[config.mk]
export PLATFORM = sky130hd
export DESIGN_NAME = cc_line_inserter
export DESIGN_NICKNAME = d
export VERILOG_FILES = /design/src/rtl/cc_line_inserter.sv
export SDC_FILE = /design/constraint.sdc
export NUM_CORES = 1
export LEC_CHECK = 0
export ABC_AREA = 1
export BUFFER_PORTS_ARGS = -buffer_cell sky130_fd_sc_hd__buf_4
export CORE_MARGIN = 2
export CORE_UTILIZATION = 42
export DETAILED_ROUTE_END_ITERATION = 16
export PLACE_DENSITY = 0.66
export SYNTH_ARGS = -nofsm -noshare
export SYNTH_HDL_FRONTEND = slang
export SYNTH_SLANG_ARGS = --single-unit
[constraint.sdc]
create_clock -name clk -period 4.2 [get_ports clk]
set_input_delay 0.84 -clock clk [delete_from_list [all_inputs] [get_ports clk]]
set_output_delay 0.84 -clock clk [all_outputs]
set_load 0.03 [all_outputs]
[src/rtl/cc_line_inserter.sv]
module cc_line_inserter #(
  parameter int LUMA_W      = 10,
  parameter int LINE_W      = 10,
  parameter int LINE_F1     = 21,
  parameter int LINE_F2     = 284,
  parameter int START_DELAY = 64,
  parameter int BIT_NUM     = 16,
  parameter int BIT_DEN     = 429,
  parameter int LVL_BLANK   = 240,
  parameter int LVL_HIGH    = 512
) (
  input  logic              clk,
  input  logic              rst,
  input  logic              pix_ce,
  input  logic              sol,
  input  logic [LINE_W-1:0] line_num,
  input  logic [LUMA_W-1:0] luma_in,
  input  logic              wr_en,
  input  logic [2:0]        wr_addr,
  input  logic [7:0]        wr_data,
  output logic [LUMA_W-1:0] luma_out,
  output logic [1:0]        irq
);
  localparam int NBITS = 33;
  localparam int ACC_W = $clog2(BIT_DEN + BIT_NUM);
  localparam int PC_W  = $clog2(START_DELAY + 2);

  logic [1:0]       en;
  logic [7:0]       cc_byte [4];
  logic             active, slot;
  logic [15:0]      snap;
  logic [PC_W-1:0]  pcnt;
  logic [ACC_W-1:0] acc;
  logic [5:0]       bidx;
  logic [1:0]       irq_nx;

  wire hit0 = (line_num == LINE_W'(LINE_F1)) && en[0];
  wire hit1 = (line_num == LINE_W'(LINE_F2)) && en[1];
  wire strobe  = pix_ce && sol;
  wire started = (pcnt == PC_W'(START_DELAY));
  wire sending = active && started && (bidx < 6'(NBITS));
  wire [ACC_W-1:0] acc_sum = acc + ACC_W'(BIT_NUM);
  wire bit_end = acc_sum >= ACC_W'(BIT_DEN);
  wire [3:0] data_idx = 4'(bidx - 6'd17);
  wire cur_bit = (bidx < 6'd14) ? bidx[0] :
                 (bidx < 6'd17) ? (bidx == 6'd16) : snap[data_idx];
  wire last_end = pix_ce && !sol && sending && bit_end && (bidx == 6'(NBITS - 1));

  assign luma_out = !active ? luma_in :
                    (sending && cur_bit) ? LUMA_W'(LVL_HIGH) : LUMA_W'(LVL_BLANK);

  always_comb begin
    irq_nx = irq;
    if (wr_en && wr_addr == 3'd5) irq_nx = irq_nx & ~wr_data[1:0];
    if (last_end) irq_nx[slot] = 1'b1;
  end

  always_ff @(posedge clk) begin
    if (rst) begin
      en      <= '0;
      cc_byte <= '{default: '0};
      irq     <= '0;
      active  <= 1'b0;
      slot    <= 1'b0;
      snap    <= '0;
      pcnt    <= '0;
      acc     <= '0;
      bidx    <= '0;
    end else begin
      irq <= irq_nx;
      if (wr_en) begin
        case (wr_addr)
          3'd0: en <= wr_data[1:0];
          3'd1: cc_byte[0] <= wr_data;
          3'd2: cc_byte[1] <= wr_data;
          3'd3: cc_byte[2] <= wr_data;
          3'd4: cc_byte[3] <= wr_data;
          default: ;
        endcase
      end
      if (strobe) begin
        active <= hit0 || hit1;
        slot   <= hit1 && !hit0;
        snap   <= (hit1 && !hit0) ? {cc_byte[3], cc_byte[2]} : {cc_byte[1], cc_byte[0]};
        pcnt   <= '0;
        acc    <= '0;
        bidx   <= '0;
      end else if (pix_ce && active) begin
        if (!started) pcnt <= pcnt + 1'b1;
        else if (bidx < 6'(NBITS)) begin
          acc <= bit_end ? acc_sum - ACC_W'(BIT_DEN) : acc_sum;
          if (bit_end) bidx <= bidx + 6'd1;
        end
      end
    end
  end
endmodule

# Word-level counts from Yosys, hierarchy flattened
# Cells that the tools add are included.
# word_totals
reg_bits,76
in_bits,36
out_inout_bits,12
# op_classes
addsub,5
order_cmp,7
n_eq_ne,10
n_mux,12
bitwise,4
n_reduce_logical,27
# op_table
cell,count
10-bit two-way mux,2
16-bit two-way mux,1
1-bit logical AND,14
2-bit AND reduction,6
"10-bit by 5-bit equality test with 1-bit output, second input constant",1
"10-bit by 9-bit equality test with 1-bit output, second input constant",1
"9-bit by 5-bit adder with 9-bit output, second input constant",1
"9-bit greater-or-equal comparator, second input constant",1
9-bit two-way mux,1
"9-bit subtractor, second input constant",1
"7-bit by 1-bit adder with 7-bit output, second input constant",1
"7-bit equality test, second input constant",1
"6-bit by 1-bit adder with 6-bit output, second input constant",1
"3-bit by 2-bit equality test with 1-bit output, second input constant",2
"3-bit equality test, second input constant",2
"6-bit by 5-bit equality test with 1-bit output, second input constant",1
"6-bit equality test, second input constant",1
"6-bit by 4-bit < comparator with 1-bit output, second input constant",1
"6-bit by 5-bit < comparator with 1-bit output, second input constant",1
"6-bit < comparator, second input constant",1
"4-bit by 5-bit < comparator with 1-bit output, second input constant",1
1-bit binary-select mux with 4-bit select,1
1-bit two-way mux,4
2-bit two-way mux,2
other kinds (15),16

# Longest topological paths before layout
# Gate-level depths: netlist (run 1).
# logic_depth
ltp_word,8
depth_mapped,14
mapped_depth_nobuf,13

# Worst setup path after synthesis (run 1)
# Ideal clock, no wire load.
# synth_timing
path_kind,reg-to-output
startpoint,register bidx[0]
endpoint,output luma_out[4]
arrival_ps,1779
t_required_ps,3360
path_slack_ps,1581
path_stages_with_launch,13
n_path_buf,1
path_cell_list,dfxtp_1 -> inv_1 -> buf_2 -> ha_1 -> inv_1 -> nand3_1 -> nand3_1 -> nand3_1 -> nand3_1 -> nand2_1 -> nand2_1 -> nand2_1 -> nand2_1
# synth_via
elab_chain_len,8
elab_cells_between_ends,13
classes_between,add/sub: 1; order compare: 3; eq/ne: 1; mux: 6; reduce/logical: 2
# synth_rtl
item,line,source
"start, declared",34,logic [5:0] bidx;
"start signal, assigned",92,if (bit_end) bidx <= bidx + 6'd1;
4-bit by 1-bit subtractor with 4-bit output,44,wire [3:0] data_idx = 4'(bidx - 6'd17);
net data_idx[0],44,
1-bit binary-select mux with 4-bit select,46,(bidx < 6'd17) ? (bidx == 6'd16) : snap[data_idx];
1-bit two-way mux (implied by the code),46,
1-bit two-way mux,46,
1-bit two-way mux,45,wire cur_bit = (bidx < 6'd14) ? bidx[0] :
1-bit logical AND,50,(sending && cur_bit) ? LUMA_W'(LVL_HIGH) : LUMA_W'(LVL_BLANK);
10-bit two-way mux,50,
10-bit two-way mux,49,assign luma_out = !active ? luma_in :
"end, declared",21,"output logic [LUMA_W-1:0] luma_out,"
# The timed path passes the listed nets, and every way through them passes these cells. The select of a mux whose other input is x is not followed.

# Worst setup path in the final report (run 1)
# layout_timing
startpoint,register bidx[0]
endpoint,output luma_out[6]
# layout_via
elab_chain_len,8
elab_cells_between_ends,13
classes_between,add/sub: 1; order compare: 3; eq/ne: 1; mux: 6; reduce/logical: 2
# layout_rtl
item,line
4-bit by 1-bit subtractor with 4-bit output,44
1-bit binary-select mux with 4-bit select,46
1-bit two-way mux (implied by the code),46
1-bit two-way mux,46
1-bit two-way mux,45
1-bit logical AND *,50
10-bit two-way mux *,50
10-bit two-way mux *,49
# Every way passes the cells marked *; elsewhere a longest branch is shown, timed or not. The select of a mux whose other input is x is not followed.

==> results of run 1 <==
==> registers in the layout, summed over array words and instances, names as in the netlist <==
name / count
cc_byte: 32
snap: 16
acc: 9
pcnt: 7
bidx: 6
en: 2
irq: 2
active: 1
slot: 1
==> per-layer routing <==
metal  vias up  share of wire  track usage
li1       1874              -            -
met1      1597           0.47        0.221
met2        46           0.49        0.324
met3        14          0.026       0.0372
met4         0          0.018       0.0632
met5         -              0            0
==> final cells by class <==
class | instances | area (um^2)
fillers | 886 | 4280
multi-input cells | 374 | 1920
flip-flops and latches | 76 | 1520
repair buffers | 49 | 368
inverters | 84 | 315
well taps | 108 | 135
clock buffers | 9 | 124
clock inverters | 7 | 105
==> per-stage QoR <==
step	std cells	util	cell area, um^2
after detailed placement	690	0.485	4250
final	707	0.512	4490
after floorplan	551	-	3820
after global placement	690	0.485	4250
after global routing	707	0.512	4490
after CTS	706	0.511	4480
==> cells by family after synthesis <==
family,after synthesis,synth area share
and+or+nand+nor,236,0.274
AOI/OAI and AO/OA,121,0.179
buffers and inverters,101,0.101
DFF,76,0.398
adders and majority gates,10,0.0327
xor gates and xnor gates,7,0.0160
==> tightest hold or removal path, stage by stage, from the launching register on <==
cell	delay, ns
dfxtp_1	0.31
inv_1	0.05
a21oi_1	0.05
==> cells in the final DEF, fill, tap and decap left out, types with 2 or more instances in the layout <==
| cell | instances |
|---|---|
| nand2_1 | 128 |
| inv_1 | 80 |
| dfxtp_1 | 76 |
| a21oi_1 | 49 |
| buf_4 | 49 |
| o21ai_0 | 47 |
| nor2_1 | 43 |
| nand3_1 | 38 |
| o211ai_1 | 16 |
| nand4_1 | 11 |
| ha_1 | 10 |
| clkbuf_8 | 9 |
| xor2_1 | 6 |
| inv_6 | 3 |
| nor3_1 | 2 |
| nor2_4 | 2 |
| nor4_1 | 2 |
| nand2_2 | 2 |
| clkinv_1 | 2 |
| inv_2 | 2 |
| a21oi_2 | 2 |
| nand3_2 | 2 |
| bufinv_16 | 2 |
==> how the worst max path moves through the flow <==
stage	to	slack [ns]	depth (start not counted)
floorplan	luma_out[4]	1.58	12
global placement	luma_out[4]	1.17	12
detailed placement	luma_out[5]	1.06	12
CTS	luma_out[5]	0.65	12
global route	luma_out[4]	0.37	12
finish	luma_out[6]	0.66	12
==> power groups by stage <==
stage	registers (mW)	clock network (mW)	logic (mW)
floorplan	0.754	0	0.0566
global placement	0.755	0	0.103
detailed placement	0.755	0	0.106
CTS	0.738	0.660	0.106
global route	0.740	0.688	0.119
finish	0.738	0.648	0.106
==> impl_metrics.toml, run 1 <==
[synth]
syn_nets = 597
synth_most_common_cell = "nand2_1"
synth_top_cell_by_area = "dfxtp_1"
yosysUniqueCellTypes = 35
yosysWarningCount = 0
ys_ff_latch = 76
syn_avg_cell_area_um2 = 6.94
ys_top_cells_by_area = "dfxtp_1 40%, nand2_1 13%, inv_1 7.9%"
synth_enable_flop_cells = 0
synthCells = 551
synthesis.area_um2 = 3820
ys_top_cells_by_count = "128 x nand2_1, 80 x inv_1, 76 x dfxtp_1, 49 x a21oi_1, 47 x o21ai_0"
synth_flop_cell = "dfxtp_1"
ys_seq_area_frac = 0.398
synth.top_cell.area_share = 0.398
synthArstFlopShare = 0

[global_route]
grt_first_pass_wirelength_mm = 14.9
grt_pass1_vias = 3416
grt.overflow.total = 0
grt_use_total = 0.183
antenna_found_initial = 0
grt_max_degree = 35

[power]
clkPwrFrac = 0.434
swShare = 0.248
power.switching_uw = 370
pwr-share-comb = 0.071
p_int_mw = 1.12
total_power_mw = 1.49
pwr-share-seq = 0.495
power_density_nw_per_um2 = 333
irDropWorstVdd_v = 0.000234
leakage_nw = 2.03

[die]
io_pins = 48
coreArea_um2 = 8760
initial_utilization = 0.436
die_y_um = 99.4
rows = 34
die_width_um = 99.4
dieArea_um2 = 9880

[timing]
worstMarginPinSlew_ns = 0.967
fin_crit_ns = 3.54
hold_ws_ns = 0.450
layout_setup_ws_ns = 0.659
hold_violations = 0
final_max_slew_viol_count = 0
grt_setup_unrepaired = "no"
fin_crit_sh = 0.843
setup_viol = 0
slew_headroom = 0.354
fin_setup_tns_ns = 0
worst_clock_skew_ns = 0.0127
fmax_mhz = 282

[critical_path]
regToRegSetupSlack_ns = 1.99
r2r_end = "bidx[2]"
worst-setup-path-type = "flip-flop to primary output"
critPathRequiredTime_ns = 3.36
crit_chain = "inv_1 -> ha_1 -> inv_1 -> nand3_1 -> nand3_1 -> nand3_1 -> nand3_1 -> nand2_1 -> nand2_1 -> nand2_1 -> nand2_1 -> buf_4"
cp_max_fo = 14
end_kind = "primary output"
max_stage_delay_ns = 0.61
r2r_start = "bidx[0]"
cp-start-kind = "flip-flop"
crit_family = "simple AND/OR/NAND/NOR gates"
critPathLaunch = "bidx[0]"
crit_buf_inv = 3
cpMaxStageDelayCell = "dfxtp_1"
r2r_cells = 8
arrival_ns = 2.70

[routing]
first_pass_iters = 4
first_iter_violations = 160
wl_mm = 8.50
via_per_inst = 4.99
drc = 0
vias = 3531
ant_nets = 0
post_drt_wl_per_cell_um = 12.0

[clock_tree]
htree_levels = 3
cts_buffer_depth = 2
holdBufCountCts = 0
clk_pin_slew_ns = 0.08
cts_tree = "yes"
clkLatencyLatePin_ns = 0.36
cts_buffers = 9
cts_resized = 0
ctsRootBufferMaster = "clkbuf_8"
cts_setup_buffers = 0
clkSinkCount = 76

[worst_hold_path]
hold_path.class = "flip-flop to flip-flop"
min-delay-start = "cc_byte[8]"
min_to = "cc_byte[8]"
min_delay_path_depth = 2

[cells_and_area]
nets = 640
syn_to_final_growth_pct = 17.3
num_antenna_cells = 0
layout-drive-gt1-share = 0.140

[run_status]
status = "finished clean"

[placement]
io_buffer_count = 47
post-dp-hpwl_mm = 6.15
gp_congestion = 0.843
post-place-ws_ns = 1.06

[run]
max_cap_violations = 0
(Power assumes the default switching activity.)
==> inputs of run 2 (changes only) <==
--- a/config.mk
+++ b/config.mk
@@ -5,7 +5,7 @@
 export SDC_FILE = /design/constraint.sdc
 export NUM_CORES = 1
 export LEC_CHECK = 0
-export ABC_AREA = 1
+export ABC_AREA = 0
 export BUFFER_PORTS_ARGS = -buffer_cell sky130_fd_sc_hd__buf_4
 export CORE_MARGIN = 2
 export CORE_UTILIZATION = 42
==> constraint.sdc (replaced) <==
create_clock -name clk -period 3.35 [get_ports clk]
set_input_delay 0.67 -clock clk [delete_from_list [all_inputs] [get_ports clk]]
set_output_delay 0.67 -clock clk [all_outputs]
set_load 0.03 [all_outputs]
==> run 2 against run 1 <==
Effect of this change: final cell count is 16% lower; utilization is 0.41 points lower; final area is 1.8% lower; via count is 9.8% lower; register-to-register slack worse by 1.3 ns; non-clock buffer count is 6 higher; sequential share of layout area is 0.63 points higher; flip-flop and latch count stayed put; clock-buffer cell count stayed put; critical path type unchanged.
==> impl_metrics.toml, run 2 <==
[run_status]
status = "finished clean"

[placement]
post-dp-hpwl_mm = 6.00
io_buffer_count = 47
gp_congestion = 0.809
numPlacedInstances = 579
post-place-ws_ns = 0.445

[die]
dieArea_um2 = 9680
initial_utilization = 0.431
coreArea_um2 = 8680
die_width_um = 98.4
rows = 34
die_y_um = 98.4
io_pins = 48

[clock_tree]
clkLatencyLatePin_ns = 0.37
htree_levels = 3
clkSinkCount = 76
ctsRootBufferMaster = "clkbuf_8"
cts_buffers = 9
cts_buffer_depth = 2
cts_tree = "yes"
clk_pin_slew_ns = 0.09

[synth]
synth_enable_flop_cells = 0
syn_avg_cell_area_um2 = 8.51
syn_nets = 486
yosysUniqueCellTypes = 53
ys_top_cells_by_area = "dfxtp_1 41%, mux2i_1 9.9%, nand2_1 6.8%"
yosysWarningCount = 0
synthAdderAreaFrac = 0.0334
synthMuxAreaShare = 0.129
synthCells = 440
synth_xor_area_frac = 0.0211
ys_ff_latch = 76
synth.top_cell.area_share = 0.407
synth_top_family_by_area = "simple AND/OR/NAND/NOR gates"
synth_top_cell_by_area = "dfxtp_1"
synth_most_common_cell = "dfxtp_1"
synthArstFlopShare = 0
synth_compound_area_frac = 0.144
ys_seq_area_frac = 0.407
synth-simple-area-share = 0.229
synthesis.area_um2 = 3740
synth_flop_cell = "dfxtp_1"
ys_top_cells_by_count = "76 x dfxtp_1, 68 x nand2_1, 42 x nor2_1, 37 x mux2i_1, 35 x a21oi_1"

[critical_path]
crit_chain = "inv_1 -> ha_1 -> mux4_2 -> mux2i_1 -> mux2_2 -> o21ai_2 -> a21o_1 -> buf_4"
arrival_ns = 2.46
critPathRequiredTime_ns = 2.68
cp_max_fo = 7
end_kind = "primary output"
max_stage_delay_ns = 0.52
cp-start-kind = "flip-flop"
worst-setup-path-type = "flip-flop to primary output"
cpMaxStageDelayCell = "mux4_2"

[cells_and_area]
multi_input_area_um2 = 2090
final.fill_count = 862
layout-drive-gt1-share = 0.172
largest-register = "cc_byte"
largestRegisters = "cc_byte (32), snap (16), acc (9)"
layout_common_cells = "75 x dfxtp_1, 68 x nand2_1, 55 x buf_4, 42 x nor2_1, 37 x mux2i_1"
largest_reg_flops = 32
syn_to_final_growth_pct = 17.8
regArea_um2 = 1520
instances_no_fill = 595
final_common_cell = "dfxtp_1"
nets = 528
num_antenna_cells = 0

[power]
p_int_mw = 1.32
clkPwrFrac = 0.414
pwr-share-seq = 0.516
irDropWorstVdd_v = 0.000290
swShare = 0.256
power.switching_uw = 456
pwr-share-comb = 0.070
power_density_nw_per_um2 = 403
leakage_nw = 1.73

[routing]
first_iter_violations = 64
wl_mm = 8.58
drc = 0
vias = 3185
first_pass_iters = 6
via_per_inst = 5.35
post_drt_wl_per_cell_um = 14.4
ant_nets = 0

[run]
max_cap_violations = 0

[timing]
slew_headroom = 0.342
layout_setup_ws_ns = 0.216
hold_violations = 0
final_max_slew_viol_count = 0
setup_viol = 0
fin_crit_ns = 3.13
fin_setup_tns_ns = 0
fmax_mhz = 319
worstMarginPinSlew_ns = 0.979
grt_setup_unrepaired = "no"
worst_clock_skew_ns = 0.0115
fin_crit_sh = 0.936

[global_route]
grt_use_total = 0.181
grt_pass1_vias = 2988
grt_first_pass_wirelength_mm = 14.3
grt.overflow.total = 0
grt_max_degree = 40
antenna_found_initial = 0

[worst_hold_path]
hold_path.class = "flip-flop to flip-flop"
## run 2: changes by cell type in the layout (fill, tap and decap cells not counted), sizes merged, moves of 5 or more
cell and delta:
inv -72, nand2 -63, mux2i +37, nand3 -28, o21ai -21, a21oi -17
o211ai -14, nor2b +9, buf +6, nand4 -6, nor2 -5, nor3 +5
## run 2: logic make-up after synthesis
group,Yosys count
AND/OR/NAND/NOR,177
AO/OA/AOI/OAI,90
buffers and inverters,35
multiplexers,43
adder cells (fa/ha/maj),10
XOR/XNOR,9
flip-flops,76
## run 2: layout make-up
| cell class | count | area share |
|---|---|---|
| Multi-Input combinational cell | 329 | 0.474 |
| Inverter | 11 | 0.00937 |
| Timing Repair Buffer | 55 | 0.0937 |
| Clock inverter | 7 | 0.0187 |
| Clock buffer | 9 | 0.0281 |
| Tap cell | 108 | 0.0307 |
| Sequential cell | 76 | 0.345 |
## run 2: through the flow
stage	power, mW	cell area (um^2)	hold slack (ns)	util
final	1.78	4410	0.457	0.508
after global routing	1.84	4410	0.473	0.508
after CTS	1.79	4400	0.458	0.507
after detailed placement	1.06	4190	0.439	0.483
after global placement	1.06	4190	0.440	0.483
after floorplan	0.998	3740	0.420	-
## run 2: path summary, 6_finish.rpt
path	startpoint	to	slack, ns	cells past startpoint
worst max register to register	bidx[1]	bidx[3]	0.69	6
worst max-delay path	bidx[1]	luma_out[9]	0.22	8
worst min register to register	cc_byte[2]	cc_byte[2]	0.46	2
worst min-delay path	cc_byte[2]	cc_byte[2]	0.46	2
## run 2: what timing repair did
item	CTS	global route
gates resized for setup	0	3
endpoints found under the setup margin	0	5
hold buffers	0	0
setup buffers	0	0
## run 2: power by group through the flow
stage	logic, mW	registers (mW)	clock network, mW
final	0.125	0.917	0.736
after floorplan	0.0611	0.937	0
after detailed placement	0.125	0.939	0
after global routing	0.136	0.919	0.785
after CTS	0.125	0.917	0.748
after global placement	0.123	0.938	0
## run 2: metal layers
metal	GRT usage	vias up	wire [um]
li1	-	1630	-
met1	0.238	1504	4040
met2	0.299	40	4200
met3	0.0444	11	254
met4	0.0485	0	89
met5	0	-	0
## run 2: worst max-delay path, delay by kind of cell, from the launching register on
kind                     cells  cell delay [ns]
AO/OA/AOI/OAI                2             0.25
multiplexers                 3             0.84
buffers and inverters        2             0.24
flip-flops                   1             0.39
adder cells (fa/ha/maj)      1             0.38
==> inputs of run 3 (changes only) <==
--- a/config.mk
+++ b/config.mk
@@ -5,7 +5,8 @@
 export SDC_FILE = /design/constraint.sdc
 export NUM_CORES = 1
 export LEC_CHECK = 0
-export ABC_AREA = 0
+export ABC_AREA = 1
+export ABC_CLOCK_PERIOD_IN_PS = 3350
 export BUFFER_PORTS_ARGS = -buffer_cell sky130_fd_sc_hd__buf_4
 export CORE_MARGIN = 2
 export CORE_UTILIZATION = 42
==> run 3 against run 2 <==
Effect of this change: total power decreased by 2.7%; non-clock buffer count increased by 1; utilization increased by 0.63 points; global-route usage increased by 0.071 points; final cell count increased by 20%; final area increased by 2.2%; setup slack improved by 0.024 ns; routed wire length decreased by 1.2%; fmax increased by 0.77%; via count increased by 12%; die area increased by 2.1%.
==> impl_metrics.toml, run 3 (synthesis results as in run 1) <==
[run_status]
status = "finished clean"

[cells_and_area]
final_area_um2 = 4510
num_antenna_cells = 0
syn_to_final_growth_pct = 17.9
final.fill_count = 880
final_common_cell = "nand2_1"
nets = 647
largest_reg_flops = 32
layout-drive-gt1-share = 0.153
utilization = 0.514
largest-register = "cc_byte"
largestRegisters = "cc_byte (32), snap (16), acc (9)"
layout_common_cells = "128 x nand2_1, 79 x inv_1, 75 x dfxtp_1, 56 x buf_4, 49 x a21oi_1"

[power]
total_power_mw = 1.73
leakage_nw = 2.04
power_density_nw_per_um2 = 384
irDropWorstVdd_v = 0.000288

[timing]
worstMarginPinSlew_ns = 0.798
worst_clock_skew_ns = 0.0130
grt_setup_unrepaired = "no"
fmax_mhz = 322
fin_crit_ns = 3.11
hold_violations = 0
slew_headroom = 0.467
fin_setup_tns_ns = 0
setup_viol = 0
fin_crit_sh = 0.928
final_max_slew_viol_count = 0

[critical_path]
r2r_end = "bidx[1]"
regToRegSetupSlack_ns = 1.36
arrival_ns = 2.44
cp_max_fo = 14
crit_chain = "clkinvlp_4 -> ha_1 -> inv_1 -> nand3_1 -> nand3_1 -> nand3_1 -> nand3_1 -> nand2_1 -> nand2_1 -> nand2_1 -> nand2_1 -> buf_4"
crit_family = "simple AND/OR/NAND/NOR gates"
r2r_cells = 9
crit_buf_inv = 3
cp-start-kind = "flip-flop"
worst-setup-path-type = "flip-flop to primary output"
critPathRequiredTime_ns = 2.68
end_kind = "primary output"
r2r_start = "bidx[0]"
cpMaxStageDelayCell = "dfxtp_4"
max_stage_delay_ns = 0.45

[clock_tree]
clkLatencyLatePin_ns = 0.35
clk_pin_slew_ns = 0.08
cts_buffer_depth = 2
ctsRootBufferMaster = "clkbuf_8"
holdBufCountCts = 0
clkSinkCount = 76
cts_buffers = 9
htree_levels = 3
cts_tree = "yes"

[die]
dieArea_um2 = 9880
initial_utilization = 0.436
coreArea_um2 = 8760
io_pins = 48
die_y_um = 99.4
rows = 34
die_width_um = 99.4

[run]
max_cap_violations = 0

[worst_hold_path]
min_delay_path_depth = 2
min_to = "cc_byte[8]"
hold_path.class = "flip-flop to flip-flop"
min-delay-start = "cc_byte[8]"

[routing]
post_drt_wl_per_cell_um = 11.9
first_iter_violations = 143
vias = 3577
first_pass_iters = 4
wl_mm = 8.48
via_per_inst = 5.01
drc = 0
ant_nets = 0

[global_route]
grt_use_total = 0.182
antenna_found_initial = 0
grt_first_pass_wirelength_mm = 14.9
grt_max_degree = 35
grt_pass1_vias = 3440
grt.overflow.total = 0

[placement]
post-dp-hpwl_mm = 6.13
io_buffer_count = 47
gp_congestion = 0.829
dpl_cell_area_um2 = 4270
==> run 3: cell types whose count changed in the layout (fill, tap and decap cells not counted), moves of 9 or more <==
cell,before,now
inv_1,11,79
nand2_1,68,128
mux2i_1,37,0
nand3_1,12,38
o21ai_0,26,47
a21oi_1,35,49
o211ai_1,2,16
nor2b_1,9,0
==> run 3: report_power, final <==
group	leakage [nW]	total [mW]	switching (mW)	internal (mW)
registers	0.616	0.925	0.00656	0.918
clock network	0.0947	0.671	0.383	0.288
logic	1.33	0.134	0.0773	0.0564
==> run 3: layout make-up <==
class	count	area (um^2)	area share
Tap cell	108	135	0.0300
Clock buffer	9	124	0.0275
Sequential cell	76	1530	0.338
Inverter	84	319	0.0708
Timing Repair Buffer	56	420	0.0933
Clock inverter	7	65.1	0.0144
Multi-Input combinational cell	374	1920	0.426
==> run 3: repair_timing <==
action,CTS,global route
buffers inserted,0,5
resized for setup,1,2
endpoints found under the setup margin,4,4
==> run 3: how the worst max path moves through the flow <==
stage,start,to,slack (ns),depth (start not counted)
3_3_place_gp,bidx[0],luma_out[4],0.48,12
6_report,bidx[0],luma_out[6],0.24,12
2_1_floorplan,bidx[0],luma_out[4],0.90,12
5_1_grt,bidx[0],luma_out[4],0.003,12
3_5_place_dp,bidx[0],luma_out[6],0.33,12
4_1_cts,bidx[0],luma_out[6],0.13,12
==> run 3: per-stage QoR <==
| stage | hold WS [ns] | std cells | setup slack (ns) |
|---|---|---|---|
| 4_1_cts | 0.449 | 709 | 0.134 |
| 6_report | 0.446 | 714 | 0.240 |
| 5_1_grt | 0.472 | 714 | 0.00297 |
| 3_3_place_gp | 0.434 | 693 | 0.478 |
| 2_1_floorplan | 0.424 | 551 | 0.901 |
| 3_5_place_dp | 0.436 | 693 | 0.325 |
==> run 3: tightest hold or removal path, cell delays in order, from the launching register on <==
cell     delay (ns)
dfxtp_1        0.31
inv_1          0.04
a21oi_1        0.05
==> run 3: per-layer routing <==
metal / wire length, um / global-route usage / up-vias
met2: 4190 / 0.316 / 55
met1: 3930 / 0.222 / 1629
met4: 74 / 0.0632 / 0
met3: 287 / 0.0401 / 8
li1: - / - / 1885
met5: 0 / 0 / -
